[config.mk]
export PLATFORM = sky130hd
export DESIGN_NAME = txq_sched
export DESIGN_NICKNAME = d
export VERILOG_FILES = /design/src/rtl/txq_sched_pkg.sv /design/src/rtl/txq_sched_qstate.sv /design/src/rtl/txq_sched_rr.sv /design/src/rtl/txq_sched.sv
export SDC_FILE = /design/constraint.sdc
export NUM_CORES = 2
export LEC_CHECK = 0
export BUFFER_PORTS_ARGS = -buffer_cell sky130_fd_sc_hd__buf_4
export CAP_MARGIN = 20
export CORE_UTILIZATION = 45
export DETAILED_ROUTE_END_ITERATION = 8
export SLEW_MARGIN = 5
export SYNTH_ARGS = -nofsm -noshare
export SYNTH_HDL_FRONTEND = slang
export SYNTH_SLANG_ARGS = --single-unit
[constraint.sdc]
create_clock -name clk -period 7.7 [get_ports clk]
set_input_delay 0.77 -clock clk [delete_from_list [all_inputs] [get_ports clk]]
set_output_delay 0.77 -clock clk [all_outputs]
set_load 0.03 [all_outputs]
[src/rtl/txq_sched_pkg.sv]
// Shared types for the transmit queue scheduler.
// Assumes channel numbers fit in CHAN_W bits and at most 2**CHAN_W-1 channels exist.
package txq_sched_pkg;
    localparam int unsigned CHAN_W = 3;

    typedef struct packed {
        logic              active;
        logic              blockack;
        logic [CHAN_W-1:0] chan;
    } qcfg_t;
endpackage

[src/rtl/txq_sched_qstate.sv]
// Per-queue configuration registers and descriptor counters.
// Assumes at most one config write, one doorbell and one grant per cycle.
module txq_sched_qstate
    import txq_sched_pkg::*;
#(
    parameter int unsigned NQ    = 16,
    parameter int unsigned CNT_W = 8,
    parameter int unsigned QW    = $clog2(NQ)
) (
    input  logic                  clk,
    input  logic                  rst_n,
    input  logic                  cfg_we,
    input  logic [QW-1:0]         cfg_queue,
    input  logic [CHAN_W-1:0]     cfg_chan,
    input  logic                  cfg_active,
    input  logic                  cfg_blockack,
    input  logic                  db_valid,
    input  logic [QW-1:0]         db_queue,
    input  logic                  take,
    input  logic [QW-1:0]         take_queue,
    output qcfg_t [NQ-1:0]        qcfg,
    output logic  [NQ-1:0]        cnt_nz
);
    localparam logic [CNT_W-1:0] CNT_MAX = '1;

    for (genvar q = 0; q < NQ; q++) begin : g_q
        qcfg_t            cfg_r;
        logic [CNT_W-1:0] cnt_r;
        logic             inc;
        logic             dec;

        // Doorbell and issue strobes for this queue; doorbell blocked at saturation.
        always_comb begin
            inc = db_valid && (db_queue == QW'(q)) && (cnt_r != CNT_MAX);
            dec = take && (take_queue == QW'(q));
        end

        // Configuration and count registers.
        always_ff @(posedge clk) begin
            if (!rst_n) begin
                cfg_r <= '0;
                cnt_r <= '0;
            end else begin
                if (cfg_we && (cfg_queue == QW'(q))) begin
                    cfg_r.active   <= cfg_active;
                    cfg_r.blockack <= cfg_blockack;
                    cfg_r.chan     <= cfg_chan;
                end
                cnt_r <= cnt_r + CNT_W'(inc) - CNT_W'(dec);
            end
        end

        assign qcfg[q]   = cfg_r;
        assign cnt_nz[q] = (cnt_r != '0);
    end
endmodule

[src/rtl/txq_sched_rr.sv]
// Round-robin picker for one channel: first requester after the last winner.
// Assumes adv is only raised with adv_queue taken from this picker's own result.
module txq_sched_rr #(
    parameter int unsigned NQ = 16,
    parameter int unsigned QW = $clog2(NQ)
) (
    input  logic          clk,
    input  logic          rst_n,
    input  logic [NQ-1:0] req,
    input  logic          adv,
    input  logic [QW-1:0] adv_queue,
    output logic          hit,
    output logic [QW-1:0] pick
);
    logic [QW-1:0] ptr_r;

    // Scan from farthest to nearest so the nearest requester after ptr_r wins.
    always_comb begin
        int unsigned s;
        hit  = 1'b0;
        pick = '0;
        for (int i = NQ; i >= 1; i--) begin
            s = int'(ptr_r) + i;
            if (s >= NQ) s = s - NQ;
            if (req[s]) begin
                hit  = 1'b1;
                pick = QW'(s);
            end
        end
    end

    // Pointer remembers the last winner; reset makes queue 0 first in line.
    always_ff @(posedge clk) begin
        if (!rst_n)   ptr_r <= QW'(NQ - 1);
        else if (adv) ptr_r <= adv_queue;
    end
endmodule

[src/rtl/txq_sched.sv]
// Transmit scheduler top: eligibility, per-channel round robin,
// fixed channel priority (highest number wins) and a held valid/ready output.
// Assumes NCH <= 2**CHAN_W - 1 so an out-of-range channel number exists and is padded full.
module txq_sched
    import txq_sched_pkg::*;
#(
    parameter int unsigned NQ    = 16,
    parameter int unsigned NCH   = 7,
    parameter int unsigned CNT_W = 8,
    parameter int unsigned QW    = $clog2(NQ)
) (
    input  logic              clk,
    input  logic              rst_n,
    input  logic              cfg_we,
    input  logic [QW-1:0]     cfg_queue,
    input  logic [CHAN_W-1:0] cfg_chan,
    input  logic              cfg_active,
    input  logic              cfg_blockack,
    input  logic              db_valid,
    input  logic [QW-1:0]     db_queue,
    input  logic [NCH-1:0]    fifo_full,
    output logic              out_valid,
    input  logic              out_ready,
    output logic [QW-1:0]     out_queue,
    output logic [CHAN_W-1:0] out_chan,
    output logic              out_blockack
);
    localparam int unsigned NSLOT = 2 ** CHAN_W;
    localparam int unsigned NPAD  = NSLOT - NCH;

    qcfg_t [NQ-1:0]          qcfg;
    logic  [NQ-1:0]          cnt_nz;
    logic  [NQ-1:0]          elig;
    logic  [NSLOT-1:0]       full_pad;
    logic  [NCH-1:0][NQ-1:0] req_c;
    logic  [NCH-1:0]         hit_c;
    logic  [NCH-1:0][QW-1:0] pick_c;
    logic                    win_hit;
    logic  [CHAN_W-1:0]      win_ch;
    logic  [QW-1:0]          win_q;
    logic                    take;

    txq_sched_qstate #(.NQ(NQ), .CNT_W(CNT_W), .QW(QW)) u_qstate (
        .clk(clk), .rst_n(rst_n),
        .cfg_we(cfg_we), .cfg_queue(cfg_queue), .cfg_chan(cfg_chan),
        .cfg_active(cfg_active), .cfg_blockack(cfg_blockack),
        .db_valid(db_valid), .db_queue(db_queue),
        .take(take), .take_queue(win_q),
        .qcfg(qcfg), .cnt_nz(cnt_nz)
    );

    // Nonexistent channels look permanently full.
    assign full_pad = {{NPAD{1'b1}}, fifo_full};

    for (genvar q = 0; q < NQ; q++) begin : g_elig
        assign elig[q] = qcfg[q].active && cnt_nz[q] && !full_pad[qcfg[q].chan];
    end

    for (genvar c = 0; c < NCH; c++) begin : g_ch
        for (genvar q = 0; q < NQ; q++) begin : g_req
            assign req_c[c][q] = elig[q] && (qcfg[q].chan == CHAN_W'(c));
        end
        txq_sched_rr #(.NQ(NQ), .QW(QW)) u_rr (
            .clk(clk), .rst_n(rst_n),
            .req(req_c[c]),
            .adv(take && (win_ch == CHAN_W'(c))),
            .adv_queue(win_q),
            .hit(hit_c[c]), .pick(pick_c[c])
        );
    end

    // Fixed priority across channels: later (higher) channels override.
    always_comb begin
        win_hit = 1'b0;
        win_ch  = '0;
        win_q   = '0;
        for (int c = 0; c < NCH; c++) begin
            if (hit_c[c]) begin
                win_hit = 1'b1;
                win_ch  = CHAN_W'(c);
                win_q   = pick_c[c];
            end
        end
    end

    // A new grant loads when the output slot is free or being accepted.
    assign take = win_hit && (!out_valid || out_ready);

    // Output grant register, held until accepted.
    always_ff @(posedge clk) begin
        if (!rst_n) begin
            out_valid    <= 1'b0;
            out_queue    <= '0;
            out_chan     <= '0;
            out_blockack <= 1'b0;
        end else if (take) begin
            out_valid    <= 1'b1;
            out_queue    <= win_q;
            out_chan     <= win_ch;
            out_blockack <= qcfg[win_q].blockack;
        end else if (out_ready) begin
            out_valid    <= 1'b0;
        end
    end
endmodule

==> results by group <==
Layout
  – Diode count: 0
  – Finished Cell Area: 39,600 sq um
  – Layout cells sized above 1: 0.153
  – Area grow syn2layout: 14.9%
  – Final net count: roughly 5.1k
  – Fillers: approximately 7.4k

Synthesis
  – Cells after Synth: around 4.5k
  – Top FF cell, synth: dfxtp_1
  – Synth Area in Adders: 0.108
  – Number of synthesized flops with an enable pin: 0
  – Post-synth design cell area: roughly 34,000 sq um
  – Top cells by area, synth: dfxtp_1, ha_1, mux2i_1
  – Cell variety after synth: 109
  – Asr flop ratio synth: 0
  – XOR/XNOR share of the synthesized area: 0.0463
  – Largest family of logic cells by synthesized area: compound AO/OA/AOI/OAI gates
  – Multiplexer share of the synthesized area: 0.0887
  – Area share of the largest cell type after synthesis: 0.142
  – Top cells by count, synth: a21oi_1, nand2_1, nor2_1
  – Simple-gate area share of the yosys netlist: 0.243
  – Syn. warnings: 0
  – Sequential area share after synthesis: 0.142
  – Most area-hungry cell type in the Yosys netlist: dfxtp_1
  – Mean Syn Cell Area: 7.64 sq um
  – Count leader, synth: a21oi_1
  – Post-synthesis compound-gate area fraction: 0.315
  – FF+latch count, synth: roughly 250
  – Net Count, Synth: approximately 4.8k

Routing
  – Total number of vias: just under 40k
  – DRC viols: 0
  – Drt wl/cell: 26.5 um
  – Routed WL: about 150,000 um
  – 1st-iter DRT viols: 5,125
  – Number of routed nets with antenna violations: 0
  – Vias per cell: 6.76
  – Pre-Repair DR Iteration Count: 6

Floorplanning
  – Die area: 77,700 sq um
  – I/O pins: 34
  – Starting density of the core: 0.454
  – Site Rows: 101
  – Core area: 75,800 sq um
  – Die width: 279 um
  – Chip height: 279 um

STA
  – Post-route setup slack: 42.6 ps
  – Skew final: 21.8 ps
  – Fmax: 0.131 GHz
  – Final hold slack: around 470 ps
  – Final hold vios: 0
  – Min Tclk post-route: 7660 ps
  – Setup-failing EPs final: 0
  – Worst slew pin tran: 1150 ps
  – Pins over their slew limit: 0
  – Max-slew headroom: 0.235
  – Period utilization: 0.994
  – Setup TNS: 0 ps

Clocking
  – Clk sinks: 245
  – CTS HTree Levels: 1
  – CTS Buf Count: 30
  – Root Buffer: clkbuf_16
  – Longest Clk Path Bufs: 3
  – CTS Hold Bufs: 0
  – Worst-path clk slew: 60 ps
  – CTS tree: done
  – Clock Latency Late Sink: 600 ps

Pwr
  – Comb pwr share: 0.760
  – Switching power: 7.20 mW
  – Switching share of power: 0.504
  – Pwr dens: 361 nW/um^2
  – Clock network power share: 0.117
  – VDD IR max: approximately 0.5 mV
  – Static leakage: 15.9 nW
  – Total power: 14.3 mW
  – Internal Power: between 7 and 8 mW
  – Reg power frac: 0.123

Placement
  – Placed cell areas: 38,200 sq um
  – Post-place setup slack: -206 ps
  – DP HPWL: ~120,000 um
  – Port Buf Inserts: 33
  – GPL Wtd Cong: roughly 1.1

Global routing
  – Largest net degree at the start of global routing: roughly 160
  – Total GRT Usage: 0.379
  – First-pass GRT wire length: around 230,000 um
  – Aggregate global routing overflow: 0
  – Initial antenna violation count: 2
  – Vias in the first global route: 36.1k

Worst setup path
  – CP Launch Type: register
  – Reg2reg end: u_qstate.g_q[7].cnt_r[6]
  – Reg2reg start: u_qstate.qcfg[27]
  – Data arrival time of the critical path: 8150 ps
  – Worst setup EP type: register
  – Worst Setup SP: u_qstate.qcfg[27]
  – Critical-path maximum fanout: 6
  – Critical Path End: u_qstate.g_q[7].cnt_r[6]
  – Path depth of the worst reg2reg path: 27
  – R2R Setup Slk: 40 ps
  – Setup Crit Path Kind: reg2reg
  – Worst path required time: 8190 ps

Job
  – Max_cap viols: 0

Hold path
  – Worst hold path type: reg2reg

Run status
  – Outcome: finished clean
==> metal layers <==
metal | part of all wire | track usage
met1 | 0.40 | 0.492
met3 | 0.11 | 0.0827
met2 | 0.43 | 0.589
met4 | 0.060 | 0.190
met5 | 0.00017 | 0
==> cell families after synthesis <==
kind of cell / Yosys count
simple gates: 1510
compound gates: 1543
flops: 245
buf+inv: 502
mux: 240
fa+ha+maj: 289
xor+xnor: 182
==> layout by cell type (no fill, tap or decap), drive strengths merged, types with 167 or more instances in the layout <==
master	n
mux2i	167
a211oi	179
buf	464
nand2	302
ha	273
o21ai	200
nor2	301
a21oi	305
dfxtp	245
inv	243
==> per-stage QoR <==
step | instances | utilization
floorplan | 4511 | -
global placement | 5700 | 0.504
detailed placement | 5700 | 0.504
CTS | 5756 | 0.519
global route | 5761 | 0.522
finish | 5761 | 0.522
==> critical path, cell delays in order (launching register included) <==
cell and delay (ps):
dfxtp_1 350, nor4b_1 940, o21ai_0 400, o311a_1 410
or4_1 630, o311a_4 450, and2_1 160, a221oi_2 230
and3_1 190, o22ai_1 80, o31a_1 360, o41ai_4 630
and2_1 340, buf_4 150, nor2b_1 230, nor2b_1 320
ha_1 290, inv_1 60, ha_1 150, inv_1 50
fa_1 380, inv_1 70, a21oi_1 60, o21bai_1 190
a21oi_1 90, nor2_1 110, o21ai_0 80, and3_1 160
==> state kept, by name, indices dropped and copies added (netlist names) <==
| name | cells |
|---|---|
| u_qstate.g_q.cnt_r | 128 |
| u_qstate.qcfg | 80 |
| g_ch.u_rr.ptr_r | 28 |
| out_queue | 4 |
| out_chan | 3 |
| out_blockack | 1 |
| out_valid | 1 |
==> area by class of cell <==
cell class | instances | area [sq um] | area share
clock buffers | 36 | 835 | 0.0211
clock inverters | 20 | 315 | 0.00796
inverters | 254 | 953 | 0.0241
multi-input cells | 3764 | 27800 | 0.703
flip-flops and latches | 245 | 4900 | 0.124
well taps | 978 | 1220 | 0.0309
repair buffers | 464 | 3530 | 0.0891
==> how the worst min path moves through the flow <==
stage | from | endpoint | cells past startpoint
3_5_place_dp | u_qstate.qcfg[3] | u_qstate.qcfg[3] | 2
2_1_floorplan | u_qstate.qcfg[3] | u_qstate.qcfg[3] | 2
5_1_grt | u_qstate.qcfg[3] | u_qstate.qcfg[3] | 2
4_1_cts | u_qstate.qcfg[3] | u_qstate.qcfg[3] | 2
3_3_place_gp | u_qstate.qcfg[3] | u_qstate.qcfg[3] | 2
6_report | u_qstate.qcfg[3] | u_qstate.qcfg[3] | 2
==> timing repair <==
item                                    in CTS  in global routing
pin swaps                                    0                  7
resized for setup                            2                 51
endpoints found under the setup margin      14                 56
buffers inserted                             0                  5
==> power groups by stage <==
stage	clock network (mW)	registers, mW	logic [mW]
final	1.67	1.76	10.9
after global routing	1.73	1.79	11.6
after CTS	1.68	1.76	10.4
after detailed placement	0	1.78	10.4
after global placement	0	1.78	10.3
after floorplan	0	1.75	5.88
(Power assumes the default switching activity.)
